--- src/rtl/ctlser_pkg.sv ---
package ctlser_pkg;

    // Default geometry: streams per frame equals cells per channel slot
    localparam int unsigned DEF_LANES   = 8;
    localparam int unsigned DEF_CHANS   = 32;
    localparam int unsigned DEF_ENTRY_W = 8;
    localparam int unsigned DEF_CTL_BIT = 1;

    // Registered state of the output stage
    typedef struct packed {
        logic line;
    } ser_state_t;

endpackage

--- src/rtl/ctlser_addr.sv ---
module ctlser_addr #(
    parameter int unsigned LANES = ctlser_pkg::DEF_LANES,
    parameter int unsigned CHANS = ctlser_pkg::DEF_CHANS,
    localparam int unsigned LANE_W = $clog2(LANES),
    localparam int unsigned CHAN_W = $clog2(CHANS),
    localparam int unsigned SLOT_W = LANE_W + CHAN_W
) (
    input  logic              clk,
    input  logic              rst_n,
    input  logic [SLOT_W-1:0] slot_i,
    output logic [LANE_W-1:0] lane_o,
    output logic [CHAN_W-1:0] chan_o
);

    localparam logic [SLOT_W-1:0] SLOT_ONE = SLOT_W'(1);
    localparam logic [CHAN_W-1:0] CHAN_ONE = CHAN_W'(1);
    localparam logic [LANE_W-1:0] LANE_ONE = LANE_W'(1);

    logic [SLOT_W-1:0] next_slot;

    // Look one cell ahead, then one channel slot ahead of that cell
    always_comb begin
        next_slot = slot_i + SLOT_ONE;
        lane_o    = next_slot[LANE_W-1:0];
        chan_o    = next_slot[SLOT_W-1:LANE_W] + CHAN_ONE;
    end

    AST_LANE_STEP: assert property (@(posedge clk) disable iff (!rst_n)
        (slot_i == SLOT_W'($past(slot_i) + SLOT_ONE)) |-> (lane_o == LANE_W'($past(lane_o) + LANE_ONE)));

    AST_CHAN_HOLD: assert property (@(posedge clk) disable iff (!rst_n)
        ((slot_i == SLOT_W'($past(slot_i) + SLOT_ONE)) && (lane_o != '0)) |-> $stable(chan_o));

    AST_CHAN_NEXT: assert property (@(posedge clk) disable iff (!rst_n)
        ((slot_i == SLOT_W'($past(slot_i) + SLOT_ONE)) && (lane_o == '0)) |-> (chan_o == CHAN_W'($past(chan_o) + CHAN_ONE)));

endmodule

--- src/rtl/ctlser_out.sv ---
module ctlser_out #(
    parameter int unsigned ENTRY_W = ctlser_pkg::DEF_ENTRY_W,
    parameter int unsigned CTL_BIT = ctlser_pkg::DEF_CTL_BIT
) (
    input  logic               clk,
    input  logic               rst_n,
    input  logic [ENTRY_W-1:0] entry_i,
    output logic               line_o
);

    ctlser_pkg::ser_state_t st_d, st_q;

    always_comb begin
        st_d      = st_q;
        st_d.line = entry_i[CTL_BIT];
    end

    always_ff @(posedge clk or negedge rst_n) begin
        if (!rst_n) st_q <= '0;
        else        st_q <= st_d;
    end

    assign line_o = st_q.line;

    AST_LINE_FOLLOWS: assert property (@(posedge clk) disable iff (!rst_n)
        1'b1 |=> (line_o == $past(entry_i[CTL_BIT])));

endmodule

--- src/rtl/ctlser_top.sv ---
module ctlser_top #(
    parameter int unsigned LANES   = ctlser_pkg::DEF_LANES,
    parameter int unsigned CHANS   = ctlser_pkg::DEF_CHANS,
    parameter int unsigned ENTRY_W = ctlser_pkg::DEF_ENTRY_W,
    parameter int unsigned CTL_BIT = ctlser_pkg::DEF_CTL_BIT,
    localparam int unsigned LANE_W = $clog2(LANES),
    localparam int unsigned CHAN_W = $clog2(CHANS),
    localparam int unsigned SLOT_W = LANE_W + CHAN_W
) (
    input  logic               clk,
    input  logic               rst_n,
    input  logic [SLOT_W-1:0]  slot_idx,
    output logic [SLOT_W-1:0]  cmh_addr,
    input  logic [ENTRY_W-1:0] cmh_entry,
    output logic               ctl_out
);

    logic [LANE_W-1:0] lane;
    logic [CHAN_W-1:0] chan;

    ctlser_addr #(.LANES(LANES), .CHANS(CHANS)) u_addr (
        .clk    (clk),
        .rst_n  (rst_n),
        .slot_i (slot_idx),
        .lane_o (lane),
        .chan_o (chan)
    );

    // Stream field high, channel field low
    assign cmh_addr = {lane, chan};

    ctlser_out #(.ENTRY_W(ENTRY_W), .CTL_BIT(CTL_BIT)) u_out (
        .clk     (clk),
        .rst_n   (rst_n),
        .entry_i (cmh_entry),
        .line_o  (ctl_out)
    );

    AST_ADDR_LEADS: assert property (@(posedge clk) disable iff (!rst_n)
        (slot_idx[LANE_W-1:0] == '0) |-> (cmh_addr[SLOT_W-1:CHAN_W] == LANE_W'(1)));

endmodule

--- config.mk ---
export PLATFORM = sky130hd
export DESIGN_NAME = ctlser_top
export DESIGN_NICKNAME = d
export VERILOG_FILES = /design/src/rtl/ctlser_pkg.sv /design/src/rtl/ctlser_addr.sv /design/src/rtl/ctlser_out.sv /design/src/rtl/ctlser_top.sv
export SDC_FILE = /design/constraint.sdc
export NUM_CORES = 1
export LEC_CHECK = 0
export ABC_AREA = 1
export BUFFER_PORTS_ARGS = -buffer_cell sky130_fd_sc_hd__buf_4
export CORE_AREA = 3 3 40 42
export CTS_BUF_LIST = sky130_fd_sc_hd__clkbuf_8 sky130_fd_sc_hd__clkbuf_16
export CTS_CLUSTER_DIAMETER = 40
export DETAILED_ROUTE_END_ITERATION = 10
export DIE_AREA = 0 0 43 45
export SLEW_MARGIN = 10
export SYNTH_ARGS = -nofsm -noshare
export SYNTH_HDL_FRONTEND = slang
export SYNTH_SLANG_ARGS = --single-unit
--- constraint.sdc ---
create_clock -name clk -period 1.35 [get_ports clk]
set_input_delay 0.2025 -clock clk [delete_from_list [all_inputs] [get_ports clk]]
set_output_delay 0.2025 -clock clk [all_outputs]
set_load 0.03 [all_outputs]
## Yosys cells after proc, flatten, opt, wreduce, memory -nomap -nowiden

Cells that the tools add are included.

- Input port bits: 18
- Register bits after elaboration: 1
- Output and inout port bits: 9
- Logic and storage cells: 3

- $add $sub $neg: 2

Operators by type and width:

| operator | number |
|---|---|
| 8-bit by 1-bit adder with 8-bit output, second input constant | 1 |
| 5-bit by 1-bit adder with 5-bit output, second input constant | 1 |

## Longest topological paths before layout

Gate-level depths: netlist of run 1.

- Word-level depth: 2
- Mapped depth: 10
- Depth with buffers taken out: 10

## By module

From an unflattened synthesis of run 1, not the netlist that was laid out.

- Cell total of the unflattened synthesis: 49
- Area, all modules: 282.8 um2

By module, submodules not included:

| module | instances | sequential area each (um2) | cells each | area an instance (um2) |
|---|---|---|---|---|
| ctlser_addr | 1 | 0.0 | 48 | 257.7 |
| ctlser_out | 1 | 25.0 | 1 | 25.0 |

## Worst setup path before layout of run 1

Ideal clock, no wire load.

- Path kind: input to output
- Start: in slot_idx[2]
- End: out cmh_addr[4]
- Arrival: 1,373 ps
- Setup slack: -226 ps
- Stages: 10
- Data required time: 1,148 ps
- Buffers on the path: 0
- Path through: nand3_1 inv_1 nand2_1 nand2_1 inv_1 ha_1 nand3_1 nor2_1 nand2_1 nand2_1

- Cells in the longest elaborated chain, start to end: 2

RTL lines:

| what | RTL line | RTL |
|---|---|---|
| start, declared | ctlser_top.sv:12 | `input logic [SLOT_W-1:0] slot_idx,` |
| 8-bit by 1-bit adder with 8-bit output | ctlser_addr.sv:23 | `next_slot = slot_i + SLOT_ONE;` |
| 5-bit by 1-bit adder with 5-bit output | ctlser_addr.sv:25 | `chan_o = next_slot[SLOT_W-1:LANE_W] + CHAN_ONE;` |
| end, declared | ctlser_top.sv:13 | `output logic [SLOT_W-1:0] cmh_addr,` |

No other way between the ends.

## Worst setup path after layout of run 1

- Start: in slot_idx[0]
- End: out cmh_addr[4]

Same word-level chain as after synthesis.

==> flow_summary.yaml, run 1 <==
yosys:
  yosysUniqueCellTypes: 14
  ys_ff_latch: 1
  syn_area_per_cell_um2: 5.50
  syn_nets: 73
  synthArstFlopShare: 1.00
  synth_cells: 53
  synth-simple-area-share: 0.446
  synthDominantCellAreaShare: 0.219
  synth_top_family_by_area: "simple AND/OR/NAND/NOR gates"
  synth.cell_area_um2: 292
  yosysWarnings: 0
  synth_mux_area_frac: 0
  ys_seq_area_frac: 0.0858
  synth_area_leaders: "nand2_1 22%, inv_1 17%, nand3_1 10%, dfrtp_1 8.6%, ha_1 8.6%"
  synth_area_leader_cell: "nand2_1"
  synth_enable_flop_cells: 0
  synth-xor-area-share: 0.0858
  synth_compound_area_frac: 0.129
  yosysMostFrequentCell: "nand2_1"
  synthAdderAreaFrac: 0.0858
  synth_commonest_cells: "17 x nand2_1, 13 x inv_1, 6 x nand3_1"
  synthFlopType: "dfrtp_1"
global_route:
  grt_pass1_vias: 388
  grt_pass1_wl_um: 1430
  overflow: 0
  antenna_found_initial: 0
  grt_max_degree: 7
  grtUsageTotal: 0.0905
setup_path:
  cp_max_fo: 3
  cp_top_family: "adder cells"
  critPathLaunchType: "input pin"
  cp_slowest_stage_delay_ps: 170
  crit_required_ps: 1150
  cp_slowest_cell: "o21ai_2"
  cp.arrival_ps: 1300
  cp.buffers_inverters: 3
  path_cells: "buf_8 -> ha_4 -> nand3_2 -> nand2_2 -> o21ai_2 -> inv_2 -> ha_4 -> nand3_4 -> o21ai_2 -> nand2_4 -> buf_6"
  crit_start: "slot_idx[0]"
  crit_type: "in2out"
  end_kind: "primary output"
sta:
  drv_slew: 0
  slew_headroom: 0.900
  max_freq_mhz: 665
  setup_viol: 3
  rsz0062_at_grt: "yes"
  worstMarginPinSlew_ps: 148
  period_needed_ps: 1500
  fin_crit_sh: 1.11
  worst_slack_ps: -153
  hold_viol: 0
  fin_setup_tns_ps: -339
cells_and_area:
  fillers: 122
  antennaDiodeCount: 0
  largest_reg_flops: 1
  areaGrowthSynthToFinish_pct: 160
  design_area_um2: 758
  seq_area_um2: 25.0
  multi_input_area_um2: 372
  fin_nets: 105
  drive_gt1_frac: 0.699
detailed_routing:
  vias_per_cell: 4.40
  drt_pass1_iterations: 2
  ant_nets: 0
  drt_wl_total_um: 944
  post_drt_wl_per_cell_um: 9.63
  routed.top_layer: "met3"
  drtIter0Drc: 4
  met3_length_um: 55
  met1_length_um: 313
  vias: 431
  wl_met2_um: 575
  drcViolationCount: 0
place:
  place_area_um2: 578
  io_buffers: 19
  place_hpwl_um: 720
  routabilityCongestion: 0.766
outcome:
  violations: "negative setup slack"
  status: "finished, violations left"
power_and_ir_drop:
  leakage_nw: 0.376
  ir_worst_vdd_mv: 0.230
  power_density_nw_per_um2: 426
min_path:
  worstHoldStart: "cmh_entry[1]"
  hold_class: "in2reg"
floorplanning:
  pin_count: 27
  start_util: 0.227
  die-area_um2: 1940
  rows: 13
  die_w_um: 43
  core_um2: 1280
  die_h_um: 45
clock_tree:
  clkSlewWorstSetupHoldPaths_ps: 0
job:
  maxCapViolCount: 0
cell families after synthesis:
logic type	count (synthesis)
simple gates	30
buf+inv	13
compound gates	5
xor+xnor	2
fa+ha+maj	2
flops	1
report_power, final:
| part | switching [mW] | internal [mW] |
|---|---|---|
| sequential | 0.000324 | 0.0320 |
| clock | 0 | 0 |
| combinational | 0.149 | 0.142 |
layout make-up:
cell class / count / share of cell area
multi-input combinational: 39 / 0.490
inverter: 13 / 0.0644
tap: 15 / 0.0248
timing repair buffer: 30 / 0.388
sequential: 1 / 0.0330
metrics by stage:
| step | worst slack [ps] | hold slack, ps | std cells | util | power [mW] |
|---|---|---|---|---|---|
| 2_1_floorplan | -20.5 | -93.1 | 53 | - | 0.175 |
| 3_3_place_gp | -251 | -22.3 | 95 | 0.450 | 0.259 |
| 3_5_place_dp | -262 | -21.9 | 95 | 0.450 | 0.262 |
| 4_1_cts | -134 | 313 | 98 | 0.532 | 0.300 |
| 5_1_grt | -227 | 316 | 98 | 0.590 | 0.344 |
| 6_report | -153 | 312 | 98 | 0.590 | 0.323 |
what timing repair did:
action,in CTS,in global routing
endpoints found under the hold margin,1,0
hold buffers,1,0
pin swaps,10,13
setup endpoints to repair,4,3
resized for setup,18,19
setup buffers,2,0
cell usage in the layout (no fill, tap or decap):
cell type and instances:
buf_4 19, inv_1 10, nand2_1 9, nand2_2 5, buf_6 5, nand3_2 4
nand2_4 4, inv_2 3, buf_8 3, nand3_4 2, o21ai_2 2, nor2_4 2
ha_4 2, buf_12 2, xor2_1 1, o21bai_4 1, nor2_1 1, and2_4 1
o21bai_2 1, nor2_2 1, xor2_4 1, o21ai_0 1, nand4_1 1, dlygate4sd3_1 1
dfrtp_1 1
metal layers:
metal / up-vias / track usage
li1: 222 / -
met1: 197 / 0.0957
met2: 12 / 0.204
met3: 0 / 0.00398
met4: 0 / 0
met5: - / 0
path summary, 6_finish.rpt:
path | endpoint | cells after the start | slack [ps]
worst max-delay path | cmh_addr[4] | 11 | -150
worst min-delay path | u_out.line_o | 1 | 310
max in group asynchronous | u_out.line_o | 2 | 740
min in group asynchronous | u_out.line_o | 2 | 520
Note: power is estimated with default switching activity, not from simulation.
==> run 2: changes to the inputs <==
Settings changed: BUFFER_PORTS_ARGS -buffer_cell sky130_fd_sc_hd__buf_4 to unset, DONT_BUFFER_PORTS set to 1.
==> run 2 against run 1 <==
  * The run still ends with negative setup slack left
  * First-iteration DRC count down 100%
  * Critical path depth down 4
  * Largest cell class unchanged
  * Cell count down 22%
  * Die area unchanged
  * Combinational power down 36%
  * Global-route usage down 0.41 points
  * Hold slack worse by 78 ps
  * Routed wire length down 19%
  * Cell area down 37%
  * Via count down 20%
  * Worst setup slack better by 150 ps
==> flow_summary.yaml, run 2 (synthesized netlist as in run 1, its figures left out) <==
outcome:
  status: "finished, violations left"
  violations: "negative setup slack"
power_and_ir_drop:
  power_density_nw_per_um2: 468
  leakage_nw: 0.240
  finalPower_mw: 0.222
  ir_worst_vdd_mv: 0.214
detailed_routing:
  post_drt_wl_per_cell_um: 10.1
  drcViolationCount: 0
  vias: 343
  vias_per_cell: 4.51
  drt_wl_total_um: 764
  drt_pass1_iterations: 1
  ant_nets: 0
  drtIter0Drc: 0
min_path:
  worstHoldStart: "cmh_entry[1]"
  hold_class: "in2reg"
cells_and_area:
  drive_gt1_frac: 0.410
  largest_reg_flops: 1
  fin_cells: 76
  antennaDiodeCount: 0
  areaGrowthSynthToFinish_pct: 62.7
  design_area_um2: 474
  final_common_cell: "nand2_1"
  final_cell_mix: "12 x nand2_1, 11 x inv_1, 6 x buf_4, 4 x nand3_1, 4 x nor2_1"
  fin_nets: 83
  fin_util: 0.369
setup_path:
  critPathLaunchType: "input pin"
  end_kind: "primary output"
  crit_start: "slot_idx[0]"
  cp_max_fo: 4
  crit_required_ps: 1150
  crit_type: "in2out"
  cp.arrival_ps: 1150
floorplanning:
  pin_count: 27
  die_h_um: 45
  start_util: 0.227
  die_w_um: 43
  rows: 13
  die-area_um2: 1940
  core_um2: 1280
place:
  io_buffers: 0
  routabilityCongestion: 0.715
  dp_slack_ps: -69.6
  place_area_um2: 420
  place_hpwl_um: 703
  place_inst: 74
global_route:
  top_usage_layer: "met2"
  met3_usage: 0.0199
  use_met2: 0.183
  grt_pass1_vias: 355
  overflow: 0
  antenna_found_initial: 0
  grtUsageTotal: 0.0865
  grt_use_met1: 0.0911
  grt_max_degree: 7
  grt_pass1_wl_um: 1350
sta:
  rsz0062_at_grt: "yes"
  period_needed_ps: 1350
  drv_slew: 0
  max_freq_mhz: 739
  setup_viol: 1
  fin_setup_tns_ps: -3.23
  worst_slack_ps: -3.23
  fin_hold_ws_ps: 234
  slew_headroom: 0.818
  hold_viol: 0
  fin_crit_sh: 1.00
  worstMarginPinSlew_ps: 273
clock_tree:
  clkSlewWorstSetupHoldPaths_ps: 0
job:
  maxCapViolCount: 0
run 2: cell count changes in the layout (fill, tap and decap cells not counted), moves of 2 or more:
cell | previous run | this run
buf_4 | 19 | 6
buf_6 | 5 | 0
buf_8 | 3 | 0
nand2_1 | 9 | 12
nand2_2 | 5 | 3
nand3_1 | 0 | 4
nand3_2 | 4 | 1
nor2_1 | 1 | 4
nor2_4 | 2 | 0
run 2: routing by layer:
metal	wire, µm	up-vias
met5	0	-
met4	0	0
met3	61	0
met2	432	12
met1	270	153
li1	-	178
run 2: area by class of cell:
class	count	area [µm²]
fillers	139	811
inverters	13	48.8
well taps	15	18.8
multi-input cells	39	307
flip-flops and latches	1	25.0
repair buffers	8	75.1
run 2: path summary, 6_finish.rpt:
kind / depth (start not counted) / to / slack [ps]
worst max-delay path: 7 / cmh_addr[2] / -3
worst min-delay path: 0 / u_out.line_o / 230
max in group asynchronous: 1 / u_out.line_o / 830
min in group asynchronous: 1 / u_out.line_o / 420
run 2: critical path, cell delays in order:
cell and delay, ps:
ha_4 130, inv_1 50, o21ai_2 160, inv_2 60, ha_4 170, buf_12 120
xor2_4 250
run 2: repair_timing:
| item | in CTS | in global routing |
|---|---|---|
| hold buffers | 1 | 0 |
| pin swaps | 4 | 6 |
| endpoints found under the setup margin | 1 | 2 |
| resized for setup | 3 | 4 |
| hold endpoints to repair | 1 | 0 |
| setup buffers | 0 | 1 |
run 2: power by group:
| group | total, mW | switching, mW | internal [mW] | leakage, nW |
|---|---|---|---|---|
| Combinational | 0.186 | 0.107 | 0.0787 | 0.229 |
| Clock | 0 | 0 | 0 | 0 |
| Sequential | 0.0357 | 0.00367 | 0.0320 | 0.0117 |
| Total | 0.222 | 0.111 | 0.111 | 0.240 |
